===== src/rtl/pwm_meas_pkg.sv =====
package pwm_meas_pkg;

  // Phase encodings, as seen by the checker: low timing, high timing, complete
  typedef enum logic [1:0] {
    PH_LOW  = 2'd0,
    PH_HIGH = 2'd1,
    PH_DONE = 2'd2
  } phase_e;

  // Rate of the measuring time base
  localparam int unsigned TICK_HZ = 1_000_000;

endpackage


===== src/rtl/pwm_line_sync.sv =====
module pwm_line_sync #(
  parameter int STAGES = 2
) (
  input  logic clk,
  input  logic rst_n,
  input  logic line_raw,
  output logic line_sync
);

  logic [STAGES-1:0] chain_q;

  generate
    if (STAGES < 2) begin : g_bad_depth
      initial $error("pwm_line_sync needs at least two stages");
    end
  endgenerate

  always_ff @(posedge clk or negedge rst_n) begin
    if (!rst_n) begin
      chain_q <= '0;
    end else begin
      chain_q <= {chain_q[STAGES-2:0], line_raw};
    end
  end

  assign line_sync = chain_q[STAGES-1];

endmodule


===== src/rtl/pwm_tick_div.sv =====
module pwm_tick_div #(
  parameter int DIV = 250
) (
  input  logic clk,
  input  logic rst_n,
  input  logic restart,    // realign the divider
  input  logic seed_one,   // on restart, count the current cycle already
  output logic at_top      // last cycle of a microsecond
);

  localparam int CW = (DIV > 2) ? $clog2(DIV) : 1;
  localparam logic [CW-1:0] TOP = CW'(DIV - 1);

  logic [CW-1:0] presc_q;
  logic [CW-1:0] presc_d;

  generate
    if (DIV < 2) begin : g_bad_div
      initial $error("pwm_tick_div needs a divide ratio of at least two");
    end
  endgenerate

  assign at_top = (presc_q == TOP);

  always_comb begin
    if (restart) begin
      presc_d = seed_one ? CW'(1) : '0;
    end else if (at_top) begin
      presc_d = '0;
    end else begin
      presc_d = presc_q + 1'b1;
    end
  end

  always_ff @(posedge clk or negedge rst_n) begin
    if (!rst_n) begin
      presc_q <= '0;
    end else begin
      presc_q <= presc_d;
    end
  end

endmodule


===== src/rtl/pwm_phase_fsm.sv =====
module pwm_phase_fsm
  import pwm_meas_pkg::*;
#(
  parameter int GUARD_US = 2600,
  parameter int MIN_US   = 1000,
  parameter int VAL_W    = 16
) (
  input  logic             clk,
  input  logic             rst_n,
  input  logic             level,     // synchronized line
  input  logic             at_top,    // raw divider wrap
  output logic             restart,
  output logic             seed_one,
  output logic             ready,
  output logic [VAL_W-1:0] word,
  output phase_e           phase
);

  localparam int CNT_W = $clog2(GUARD_US + 2);
  localparam int FLD_W = VAL_W - 1;
  localparam logic [CNT_W-1:0] GUARD_C = CNT_W'(GUARD_US);
  localparam logic [CNT_W-1:0] MIN_C   = CNT_W'(MIN_US);
  localparam logic [FLD_W-1:0] GUARD_F = FLD_W'(GUARD_US);

  phase_e             state_q, state_d;
  logic [CNT_W-1:0]   us_q, us_d, us_inc;
  logic [VAL_W-1:0]   word_q, word_d;
  logic               ready_q, load;
  logic               tick;
  logic               guard_hit;

  // A microsecond ends only on a cycle the divider is not being realigned
  assign tick      = at_top && !restart;
  assign us_inc    = us_q + 1'b1;
  assign guard_hit = at_top && (us_inc > GUARD_C);

  always_comb begin
    state_d = state_q;
    word_d  = word_q;
    load    = 1'b0;
    case (state_q)
      PH_LOW: begin
        if (level) begin
          state_d = PH_HIGH;
        end else if (guard_hit) begin
          load    = 1'b1;
          word_d  = {1'b1, {FLD_W{1'b0}}};
          state_d = PH_DONE;
        end
      end
      PH_HIGH: begin
        if (!level) begin
          load    = 1'b1;
          word_d  = {(us_q < MIN_C), FLD_W'(us_q)};
          state_d = PH_DONE;
        end else if (guard_hit) begin
          load    = 1'b1;
          word_d  = {1'b1, GUARD_F};
          state_d = PH_DONE;
        end
      end
      PH_DONE: begin
        state_d = PH_LOW;
      end
      default: begin
        state_d = PH_LOW;
      end
    endcase
  end

  // Divider and counter realign on every phase change and while complete
  assign restart  = (state_d != state_q) || (state_q == PH_DONE);
  assign seed_one = (state_d == PH_HIGH);

  always_comb begin
    if (restart) begin
      us_d = '0;
    end else if (tick) begin
      us_d = us_inc;
    end else begin
      us_d = us_q;
    end
  end

  always_ff @(posedge clk or negedge rst_n) begin
    if (!rst_n) begin
      state_q <= PH_LOW;
      us_q    <= '0;
      word_q  <= '0;
      ready_q <= 1'b0;
    end else begin
      state_q <= state_d;
      us_q    <= us_d;
      ready_q <= load;
      if (load) begin
        word_q <= word_d;
      end
    end
  end

  assign ready = ready_q;
  assign word  = word_q;
  assign phase = state_q;

endmodule


===== src/rtl/pwm_width_meter.sv =====
module pwm_width_meter
  import pwm_meas_pkg::*;
#(
  parameter int CLK_HZ      = 250_000_000,
  parameter int GUARD_US    = 2600,
  parameter int MIN_US      = 1000,
  parameter int SYNC_STAGES = 2,
  parameter int VAL_W       = 16
) (
  input  logic             clk,
  input  logic             rst_n,
  input  logic             pwm_in,
  output logic             pulse_ready,
  output logic [VAL_W-1:0] pulse_word
);

  localparam int DIV = CLK_HZ / TICK_HZ;

  logic       line_s;
  logic       at_top;
  logic       restart;
  logic       seed_one;
  phase_e     phase_q;
  logic [1:0] phase_w;

  pwm_line_sync #(
    .STAGES (SYNC_STAGES)
  ) sync_i (
    .clk       (clk),
    .rst_n     (rst_n),
    .line_raw  (pwm_in),
    .line_sync (line_s)
  );

  pwm_tick_div #(
    .DIV (DIV)
  ) div_i (
    .clk      (clk),
    .rst_n    (rst_n),
    .restart  (restart),
    .seed_one (seed_one),
    .at_top   (at_top)
  );

  pwm_phase_fsm #(
    .GUARD_US (GUARD_US),
    .MIN_US   (MIN_US),
    .VAL_W    (VAL_W)
  ) fsm_i (
    .clk      (clk),
    .rst_n    (rst_n),
    .level    (line_s),
    .at_top   (at_top),
    .restart  (restart),
    .seed_one (seed_one),
    .ready    (pulse_ready),
    .word     (pulse_word),
    .phase    (phase_q)
  );

  assign phase_w = phase_q;

endmodule


===== config.mk =====
export PLATFORM = sky130hd
export DESIGN_NAME = pwm_width_meter
export DESIGN_NICKNAME = d
export VERILOG_FILES = /design/src/rtl/pwm_meas_pkg.sv /design/src/rtl/pwm_line_sync.sv /design/src/rtl/pwm_tick_div.sv /design/src/rtl/pwm_phase_fsm.sv /design/src/rtl/pwm_width_meter.sv
export SDC_FILE = /design/constraint.sdc
export NUM_CORES = 1
export LEC_CHECK = 0
export CAP_MARGIN = 20
export CORE_MARGIN = 2
export CORE_UTILIZATION = 56
export DETAILED_ROUTE_END_ITERATION = 16
export PLACE_DENSITY = 0.78
export SLEW_MARGIN = 20
export SYNTH_ARGS = -nofsm -noshare
export SYNTH_HDL_FRONTEND = slang
export SYNTH_SLANG_ARGS = --single-unit

===== constraint.sdc =====
create_clock -name clk -period 3.1 [get_ports clk]
set_input_delay 0.465 -clock clk [delete_from_list [all_inputs] [get_ports clk]]
set_output_delay 0.465 -clock clk [all_outputs]
set_load 0.1 [all_outputs]

==> results.toml, run 1 <==
[worst_setup_path]
path_class = "flip-flop to flip-flop"
regToRegStartpoint = "fsm_i.us_q[0]$_DFFE_PN0P_"
r2r-end = "fsm_i.word[11]$_DFFE_PN0P_"
worstPathMaxFanout = 8
startpoint_type = "flip-flop"
cp-startpoint = "fsm_i.us_q[0]$_DFFE_PN0P_"
reg2reg_slack_ps = 630
worst_ep_arrival_time_ps = 2650
required_ps = 3270
r2r_cells = 7
cp-end-kind = "flip-flop"

[yosys]
netlist_instances = 213
synth-seq-cells = 38
yosysSeqAreaShare = 0.458
synth_area_per_cell_um2 = 9.74
synth_area_um2 = 2070
synth_top_area_frac = 0.458
synth_area_leaders = "dfrtp_1 (46%), xnor2_1 (5.5%), nor2_1 (5.4%)"
yosysWarnings = 0
synth_top_area_cell = "dfrtp_1"
ys_types = 49

[grt]
gr-total-overflow = 0
grtUsageTotal = 0.212
antenna_found_initial = 0
grt_pass1_vias = 1413
grt_max_degree = 39
grt_pass1_wl_um = 6840

[power]
ir_drop_mv = 0.269
p_leak_uw = 0.00100
p_per_area_nw_per_um2 = 410

[sta]
maxSlewViolCount = 0
rsz0062_at_grt = "false"
period_share = 0.797
tns_ps = 0
worst_slack_ps = 628
max_freq_mhz = 405
finalHoldViolCount = 0
relSlewSlack = 0.482
worst_pin_slew_ps = 777
post-route-min-period_ps = 2470
skew_ps = 4.51
setup_violations = 0

[final_layout]
nFillCells = 299
multi_input_area_um2 = 1000
drive_gt1_frac = 0.164
syn2layout_area_growth_pct = 9.59
diodes = 0
seq_area_um2 = 951
finalNetCount = 231
final_cells = 274

[clock_tree]
cts_tree = "yes"
cts_root_buf = "clkbuf_8"
clockBufferDepth = 2
cts_max_level = 2
cts_buffers = 5
cts_hold_buf = 0
cts_sinks = 38
post-cts-setup-buffers = 0
path_clk_slew_ps = 70
cts_resized = 0
clock_latency_ps = 290

[floorplan]
num_rows = 22
initial_core_util = 0.575
die_area_um2 = 4210
core_um2 = 3610
die_y_um = 64.9
io-pin-count = 20
dieWidth_um = 64.9

[detailed_routing]
drtIter0Drc = 89
post_drt_wl_per_cell_um = 14.6
routed_wl_um = 4010
drc = 0
ant_nets = 0
dr.pass1.iters = 4
viasPerCell = 5.56
vias = 1523

[flow_run]
drv_cap = 0

[placed_design]
dp.cells = 266
portBuffers = 16
place_ws_ps = 644
dp_hpwl_um = 2780
globalplace.congestion = 0.885

[run_status]
status = "complete, no violations"

[min_path]
min_path_type = "input pin to async pin"
## cells in the final DEF (no fill, tap or decap), types with 4 or more instances in the layout
cell type / count
dfrtp_1: 38
nor2_1: 30
buf_4: 16
nand2_1: 13
xnor2_1: 13
nand3_1: 10
o21ai_0: 10
inv_1: 9
xor2_1: 9
a22o_1: 8
a21oi_1: 6
nor3_1: 6
clkbuf_8: 6
and3_1: 4
nand4_1: 4
a221o_1: 4
## cells by family after synthesis
logic type / Yosys count / synth area share
AOI/OAI and AO/OA: 41 / 0.157
xor gates and xnor gates: 22 / 0.0929
adders and majority gates: 3 / 0.0181
buffers and inverters: 24 / 0.0621
DFF: 38 / 0.458
muxes: 1 / 0.00543
other: 1 / 0.00181
and+or+nand+nor: 83 / 0.204
## metal layers
layer | global-route usage | routed length, um | share of wire | vias up
met5 | 0 | 0 | 0 | -
met4 | 0.0745 | 82 | 0.020 | 0
met3 | 0.0451 | 175 | 0.044 | 11
met2 | 0.308 | 1740 | 0.43 | 38
met1 | 0.312 | 2010 | 0.50 | 713
li1 | - | - | - | 761
## state kept, by name (all words and copies together) (netlist names)
register / cells
fsm_i.word: 13
fsm_i.us_q: 12
div_i.presc_q: 8
fsm_i.phase: 2
sync_i.chain_q: 2
fsm_i.ready: 1
## power by group
part / switching, uW / internal [uW] / total (uW)
combinational: 59.7 / 17.8 / 77.4
clock: 160 / 179 / 339
sequential: 10.1 / 506 / 516
## critical path: stages (launching register included)
cell and delay, ps:
dfrtp_1 460, ha_1 320, and4_4 300, nand2_2 90, or4_1 430, a221oi_2 350
a2111oi_4 110, a221o_1 290
## synth_stat cells (all sizes together)
cell     number
ha            3
and4          3
o2111ai       1
xor2          9
a211oi        1
or4           1
a221oi        1
a21oi         6
nor3          7
o21bai        1
a221o         4
and3b         2
buf          10
nor4          1
o211a         1
nand4         4
dfrtp        38
and2          1
or2           1
nand2b        1
a31oi         1
a21o          1
mux2          1
inv           9
nand2        14
nor2         31
xnor2        13
o21ai        11
o22ai         1
a22o          8
nor2b         1
o22a          1
a2111oi       2
and3          4
o2111a        1
nand3        11
nand3b        1
conb          1
clkbuf        5
## worst max path at each step
stage | cells after the start | end
6_report | 7 | fsm_i.word[11]$_DFFE_PN0P_
5_1_grt | 8 | fsm_i.word[11]$_DFFE_PN0P_
4_1_cts | 7 | fsm_i.word[5]$_DFFE_PN0P_
3_5_place_dp | 7 | fsm_i.word[9]$_DFFE_PN0P_
3_3_place_gp | 7 | fsm_i.word[5]$_DFFE_PN0P_
2_1_floorplan | 8 | fsm_i.word[11]$_DFFE_PN0P_
## per-stage QoR
stage	total power (uW)	hold WS, ps	utilization	instance area [um^2]
floorplan	583	169	-	2080
global placement	602	332	0.605	2180
detailed placement	604	340	0.605	2180
CTS	944	297	0.630	2270
global route	978	341	0.630	2270
finish	932	255	0.630	2270
## cell type report
class	count	share of cell area
Clock inverter	1	0.00220
Inverter	9	0.0149
Tap cell	48	0.0264
Clock buffer	7	0.0380
Timing Repair Buffer	18	0.0594
Sequential cell	38	0.418
Multi-Input combinational cell	153	0.441
(Power assumes the default switching activity.)
==> run 2: changes to the inputs <==
clock period = 2.4 ns   (was 3.1 ns; I/O delays follow)
==> results.toml, run 2 (synthesis gave the netlist of run 1 again) <==
[clock_tree]
cts_tree = "yes"
cts_sinks = 38
cts_root_buf = "clkbuf_8"
cts_buffers = 5
cts_max_level = 2
path_clk_slew_ps = 70
cts_hold_buf = 0
clockBufferDepth = 2
clock_latency_ps = 290

[grt]
grtUsageMet3 = 0.0469
antenna_found_initial = 0
grt_pass1_vias = 1499
grt_use_met2 = 0.330
grt_max_degree = 39
use_met1 = 0.333
gr-total-overflow = 0
busiest_layer = "met1"
grt_pass1_wl_um = 7220
grtUsageTotal = 0.229

[sta]
period_share = 0.958
max_freq_mhz = 435
setup_violations = 0
post-route-min-period_ps = 2300
finalHoldViolCount = 0
maxSlewViolCount = 0
worst_pin_slew_ps = 807
hold_ws_ps = 154
relSlewSlack = 0.462
skew_ps = 4.43

[detailed_routing]
dr.pass1.iters = 4
routed_wl_um = 4300
drc = 0
drtIter0Drc = 151
vias = 1645
post_drt_wl_per_cell_um = 15.2
viasPerCell = 5.81
ant_nets = 0

[placed_design]
globalplace.congestion = 0.948
portBuffers = 16
dp_hpwl_um = 2990
dp.cells = 273

[floorplan]
die_area_um2 = 4210
io-pin-count = 20
initial_core_util = 0.575
dieWidth_um = 64.9
die_y_um = 64.9
num_rows = 22
core_um2 = 3610

[final_layout]
largest_register_ffs = 13
finalNetCount = 241
seq_area_um2 = 953
syn2layout_area_growth_pct = 13.8
nFillCells = 296
layout_commonest_cell = "dfrtp_1"
multi_input_area_um2 = 1010
final_cells = 283
diodes = 0
drive_gt1_frac = 0.213
mostFrequentLayoutCells = "dfrtp_1 (36), nor2_1 (30), buf_4 (25)"
fin_util = 0.654

[worst_setup_path]
required_ps = 2570
reg2reg_slack_ps = 100
worst_ep_arrival_time_ps = 2470
cp-end-kind = "flip-flop"
startpoint_type = "flip-flop"
path_class = "flip-flop to flip-flop"
regToRegStartpoint = "fsm_i.us_q[1]$_DFFE_PN0P_"
r2r-end = "fsm_i.word[5]$_DFFE_PN0P_"
r2r_cells = 9
worstPathMaxFanout = 14

[flow_run]
drv_cap = 0

[power]
ir_drop_mv = 0.511
p_leak_uw = 0.00106
p_per_area_nw_per_um2 = 501
total_power_uw = 1180

[run_status]
status = "complete, no violations"

[min_path]
min_path_type = "input pin to async pin"
-- run 2: area by class of cell --
| type | instances | share of cell area |
|---|---|---|
| well taps | 48 | 0.0255 |
| clock buffers | 5 | 0.0292 |
| clock inverters | 2 | 0.00424 |
| repair buffers | 28 | 0.0944 |
| multi-input cells | 153 | 0.428 |
| flip-flops and latches | 38 | 0.404 |
| inverters | 9 | 0.0143 |
-- run 2: critical path, cell delays in order (launching register included) --
cell	delay [ps]
dfrtp_2	430
ha_1	220
and4_4	230
and4_1	200
o21bai_2	140
o22a_1	210
o2111a_2	270
nor2_4	50
buf_12	140
a221o_1	300
-- run 2: layer usage --
metal	wire, um	vias to the layer above
met4	69	0
met3	244	8
met1	2030	816
met5	0	-
li1	-	773
met2	1960	48
-- run 2: worst max path at each step --
stage	slack, ps	endpoint	startpoint
2_1_floorplan	100	fsm_i.word[11]$_DFFE_PN0P_	fsm_i.us_q[0]$_DFFE_PN0P_
3_3_place_gp	140	fsm_i.word[3]$_DFFE_PN0P_	fsm_i.us_q[1]$_DFFE_PN0P_
3_5_place_dp	70	fsm_i.word[5]$_DFFE_PN0P_	fsm_i.us_q[1]$_DFFE_PN0P_
4_1_cts	60	fsm_i.word[3]$_DFFE_PN0P_	fsm_i.us_q[1]$_DFFE_PN0P_
5_1_grt	-7	fsm_i.word[9]$_DFFE_PN0P_	fsm_i.us_q[6]$_DFFE_PN0P_
6_report	100	fsm_i.word[5]$_DFFE_PN0P_	fsm_i.us_q[1]$_DFFE_PN0P_
-- run 2: timing repair --
action / CTS / global route
setup buffers: 0 / 3
gates resized for setup: 0 / 4
endpoints found under the setup margin: 0 / 14
-- run 2: power by group --
| part | leakage, uW | total (uW) | internal, uW | switching [uW] |
|---|---|---|---|---|
| combinational | 0.000509 | 105 | 26.5 | 78.1 |
| sequential | 0.000512 | 666 | 653 | 13.0 |
| clock | 0.0000438 | 412 | 195 | 217 |
| total | 0.00106 | 1180 | 874 | 308 |
-- run 2: metrics by stage --
step / setup WS (ps) / cell area [um^2] / setup TNS [ps]
3_5_place_dp: 73.0 / 2230 / 0
3_3_place_gp: 143 / 2230 / 0
2_1_floorplan: 98.9 / 2080 / 0
5_1_grt: -6.81 / 2360 / -6.81
6_report: 101 / 2360 / 0
4_1_cts: 55.1 / 2310 / 0
